===== config.mk =====
export PLATFORM = sky130hd
export DESIGN_NAME = mbx_rx_fifo
export DESIGN_NICKNAME = d
export VERILOG_FILES = /design/src/rtl/mbx_rx_fifo.sv
export SDC_FILE = /design/constraint.sdc
export NUM_CORES = 1
export LEC_CHECK = 0
export BUFFER_PORTS_ARGS = -buffer_cell sky130_fd_sc_hd__buf_2
export CAP_MARGIN = 20
export CORE_ASPECT_RATIO = 0.8
export CORE_MARGIN = 5
export CORE_UTILIZATION = 45
export DETAILED_ROUTE_END_ITERATION = 6
export MAX_ROUTING_LAYER = met4
export SETUP_SLACK_MARGIN = 0.3
export SLEW_MARGIN = 20
export SYNTH_ARGS = -nofsm -noshare
export SYNTH_HDL_FRONTEND = slang
export SYNTH_SLANG_ARGS = --single-unit

===== constraint.sdc =====
create_clock -name clk -period 10.5 [get_ports clk]
set_input_delay 2.1 -clock clk [delete_from_list [all_inputs] [get_ports clk]]
set_output_delay 2.1 -clock clk [all_outputs]
set_load 0.01 [all_outputs]

===== src/rtl/mbx_rx_fifo.sv =====
module mbx_rx_fifo #(
  parameter int DEPTH = 8,
  parameter int ID_W  = 3,
  parameter int AW    = 6
) (
  input  logic            clk,
  input  logic            rst_n,
  input  logic            push_valid,
  input  logic [31:0]     push_lo,
  input  logic [31:0]     push_hi,
  input  logic [ID_W-1:0] push_id,
  output logic            push_full,
  input  logic            reg_wen,
  input  logic [AW-1:0]   reg_addr,
  input  logic [31:0]     reg_wdata,
  output logic [31:0]     reg_rdata,
  output logic            irq
);
  localparam int PW = (DEPTH > 1) ? $clog2(DEPTH) : 1;
  localparam logic [AW-1:0] A_ID   = AW'(8'h00);
  localparam logic [AW-1:0] A_LO   = AW'(8'h04);
  localparam logic [AW-1:0] A_HI   = AW'(8'h08);
  localparam logic [AW-1:0] A_POP  = AW'(8'h0C);
  localparam logic [AW-1:0] A_RST  = AW'(8'h10);
  localparam logic [AW-1:0] A_STS  = AW'(8'h14);
  localparam logic [AW-1:0] A_PEND = AW'(8'h18);
  localparam logic [AW-1:0] A_MASK = AW'(8'h1C);
  localparam logic [AW-1:0] A_DEP  = AW'(8'h24);
  localparam logic [PW-1:0] LAST   = PW'(DEPTH - 1);

  logic [31:0]     mem_lo [DEPTH];
  logic [31:0]     mem_hi [DEPTH];
  logic [ID_W-1:0] mem_id [DEPTH];

  logic [PW-1:0] wr_ptr, rd_ptr, wr_nxt, rd_nxt;
  logic          full_q, pend_q;
  logic [4:0]    mask_q;
  logic          empty, do_push, do_pop, flush, pend_clr;

  assign wr_nxt   = (wr_ptr == LAST) ? '0 : wr_ptr + 1'b1;
  assign rd_nxt   = (rd_ptr == LAST) ? '0 : rd_ptr + 1'b1;
  assign empty    = (wr_ptr == rd_ptr) && !full_q;
  assign flush    = reg_wen && reg_addr == A_RST && reg_wdata == 32'd0;
  assign pend_clr = reg_wen && reg_addr == A_PEND && reg_wdata[0];
  assign do_push  = push_valid && !full_q && !flush;
  assign do_pop   = reg_wen && reg_addr == A_POP && reg_wdata[0] && !empty;
  assign push_full = full_q;
  assign irq       = pend_q && !mask_q[0];

  always_ff @(posedge clk or negedge rst_n) begin
    if (!rst_n) begin
      wr_ptr <= '0;
      rd_ptr <= '0;
      full_q <= 1'b0;
    end else if (flush) begin
      wr_ptr <= '0;
      rd_ptr <= '0;
      full_q <= 1'b0;
    end else begin
      if (do_push) wr_ptr <= wr_nxt;
      if (do_pop)  rd_ptr <= rd_nxt;
      if (do_push && !do_pop && wr_nxt == rd_ptr) full_q <= 1'b1;
      else if (do_pop && !do_push)                full_q <= 1'b0;
    end
  end

  always_ff @(posedge clk) begin
    if (do_push) begin
      mem_lo[wr_ptr] <= push_lo;
      mem_hi[wr_ptr] <= push_hi;
      mem_id[wr_ptr] <= push_id;
    end
  end

  always_ff @(posedge clk or negedge rst_n) begin
    if (!rst_n)                pend_q <= 1'b0;
    else if (flush || pend_clr) pend_q <= 1'b0;
    else if (!empty)           pend_q <= 1'b1;
  end

  always_ff @(posedge clk or negedge rst_n) begin
    if (!rst_n)                                  mask_q <= 5'h1F;
    else if (reg_wen && reg_addr == A_MASK)      mask_q <= reg_wdata[4:0];
  end

  always_comb begin
    reg_rdata = '0;
    unique case (reg_addr)
      A_ID:    reg_rdata = 32'(mem_id[rd_ptr]);
      A_LO:    reg_rdata = mem_lo[rd_ptr];
      A_HI:    reg_rdata = mem_hi[rd_ptr];
      A_STS:   reg_rdata = {8'(rd_ptr), 8'(wr_ptr), 13'd0, full_q, 2'b00};
      A_PEND:  reg_rdata = {31'd0, pend_q};
      A_MASK:  reg_rdata = {27'd0, mask_q};
      A_DEP:   reg_rdata = 32'(DEPTH - 1);
      default: reg_rdata = '0;
    endcase
  end
endmodule


==> metrics.yaml <==
run_status:
  status: "completed"
logic_synthesis:
  syn_inst: 979
  yosysSeqAreaShare: 0.7710
  avgSynthCellArea_um2: 21.76
  yosysWarnings: 0
  synth_top_area_frac: 0.7554
  synthTopCellsByArea: "edfxtp_1 76%, mux4_2 14%, mux2i_1 2.7%"
  yosys-top-cells-count: "536 x edfxtp_1, 130 x mux4_2, 57 x mux2i_1"
  async_flop_share: 0.02368
  synth_cell_types: 44
  synthMostInstantiatedCell: "edfxtp_1"
  syn-num-nets: 1092
  netlist_area_um2: 21310
  synth_flop_cell: "edfxtp_1"
  yosys_register_bits: 549
  synth-edff-count: 536
  synth_top_area_cell: "edfxtp_1"
layout:
  drive_above_1_share: 0.3230
  fin_util: 0.5212
  area_growth_pct: 14.73
  fillerInstances: 3717
  final_cells: 1818
  nNetsFinal: 1261
drt:
  wl_per_cell_um: 26.22
  wl_met1_um: 21320
  first_pass_iters: 5
  routed_via_density: 5.618
  ant_nets: 0
  drt_iter0_drc: 968
  totalWireLength_um: 47660
  post-route-drc-count: 0
  wl_met2_um: 22730
  routed.top_layer: "met4"
  wl_met3_um: 2772
  routed-via-count: 10214
global_route:
  antenna_found_initial: 8
  grtUsageTotal: 0.1915
  overflow: 0
  grt_max_degree: 95
  grt_pass1_vias: 10661
  grt_first_pass_wirelength_um: 71380
cts:
  htree_levels: 2
  post_cts.repair.setup_buffers: 0
  path_clk_slew_ns: 0.06
  cts-buffers-inserted: 54
  insertion_delay_ns: 0.59
  numClockSinks: 549
  post_cts_resized: 0
  cts_tree: "done"
  ctsRootBufferMaster: "clkbuf_16"
  cts_buffer_depth: 3
  cts_hold_buf: 0
die:
  core_um2: 46910
  initial_core_util: 0.4543
  dieArea_um2: 51830
  rows: 71
  chipWidth_um: 253.3
  ios: 143
  fp.dieH_um: 204.6
pwr:
  power_density_nw_per_um2: 205.6
  leakage_nw: 7.755
  total_power_w: 0.005025
  irDropWorstVdd_v: 0.0001503
sta:
  final_max_slew_viol_count: 0
  final.setup_skew_ns: 0.01075
  fin_crit_sh: 0.5899
  setup_violations: 0
  tightest_slew_ns: 1.040
  slew_headroom: 0.3068
  fmax_mhz: 161.4
  fin_tns_setup_ns: 0
  finalHoldViolations: 0
  min_period_ns: 6.194
  whs_ns: 0.6156
  rsz0062_at_grt: "no"
run:
  drv_cap: 0
place:
  io_buffers: 142
  dp_hpwl_um: 27290
  gp_congestion: 0.8487
  dp.cells: 1711
setup_path:
  path_common_cell: "buf_2"
  endpoint_kind: "primary output"
  cp.arrival_ns: 4.09
  cp_max_fo: 31
  crit_chain: "buf_2 -> or4_4 -> or2_1 -> buf_4 -> a2111oi_0 -> a31oi_1 -> o21ai_0 -> buf_2"
  worstSetupStartpointType: "input port"
  critPathMaxStageDelay_ns: 0.56
  required_ns: 8.40
  critPathSlowestCell: "or4_4"
  worstSetupPathType: "in -> out"
hold_path:
  hold_path.class: "reg -> reg"
==> routing by layer <==
metal | GRT usage | up-vias
met2 | 0.2856 | 282
met5 | - | -
met3 | 0.03757 | 60
li1 | - | 4460
met4 | 0.04665 | 0
met1 | 0.2775 | 5412
==> power by group <==
part / switching (W) / internal (W)
clock: 0.000783 / 0.00101
combinational: 0.000347 / 0.000233
sequential: 0.0000646 / 0.00259
==> path summary, 6_finish.rpt <==
path	depth (start not counted)	slack (ns)	endpoint	startpoint
max in group asynchronous	1	8.79	mask_q[4]	rst_n
hold / removal	2	0.62	pend_q	pend_q
min in group asynchronous	1	1.41	push_full	rst_n
setup / recovery	8	4.31	reg_rdata[2]	reg_addr[1]
setup reg to reg	6	7.54	mem_lo[2][5]	push_full
hold reg to reg	2	0.62	pend_q	pend_q
==> flip-flops by register name (all words and copies together), names as in the netlist <==
signal     flops
mem_id        24
wr_ptr         3
pend_q         1
push_full      1
rd_ptr         3
mask_q         5
mem_hi       256
mem_lo       256
==> cell type report <==
| type | count | area, µm² | area share |
|---|---|---|---|
| clock buffer | 79 | 1486 | 0.06081 |
| sequential | 549 | 16430 | 0.6723 |
| antenna | 6 | 15.01 | 0.0006142 |
| multi-input combinational | 379 | 4684 | 0.1916 |
| inverter | 1 | 6.256 | 0.0002559 |
| clock inverter | 21 | 141.4 | 0.005784 |
| timing repair buffer | 163 | 900.9 | 0.03685 |
| tap | 620 | 775.7 | 0.03173 |
==> cell families (layout without fill, tap and decap cells) <==
kind of cell / count (synthesis) / in the layout / synth area share
AO/OA/AOI/OAI: 70 / 70 / 0.01967
other: 0 / 6 / 0
multiplexers: 193 / 193 / 0.1674
adder cells (fa/ha/maj): 4 / 4 / 0.002349
XOR/XNOR: 6 / 6 / 0.002466
buffers and inverters: 51 / 264 / 0.01122
flip-flops: 549 / 549 / 0.7710
AND/OR/NAND/NOR: 106 / 106 / 0.02596
==> worst max-delay path: cells and delay by family <==
kind / cells / cell delay [ns]
and+or+nand+nor: 2 / 0.80
AOI/OAI and AO/OA: 3 / 0.66
buffers and inverters: 3 / 0.53
==> per-stage QoR <==
step / setup WS (ns) / cell area, µm²
finish: 4.306 / 24440
detailed placement: 4.302 / 22770
global placement: 4.410 / 22770
floorplan: 0.4885 / 21310
global route: 4.119 / 24440
CTS: 4.273 / 24400
==> cell usage in the layout (no fill, tap or decap), types with 5 or more instances in the layout <==
cell       count
nand3_1        6
nor4_1         9
mux2i_1       57
clkbuf_16     55
dfrtp_1        6
dfstp_2        5
o21ai_0       10
nand2b_1       6
nor2b_1        8
diode_2        6
nor3_1         7
o22ai_1       22
mux2_2         6
a21oi_1       22
clkbuf_1      22
mux4_2       130
edfxtp_1     536
xor2_1         6
nand2_1       27
nor2_1        22
clkinv_1      12
buf_2        142
buf_4         19
Note: power is estimated with default switching activity, not from simulation.
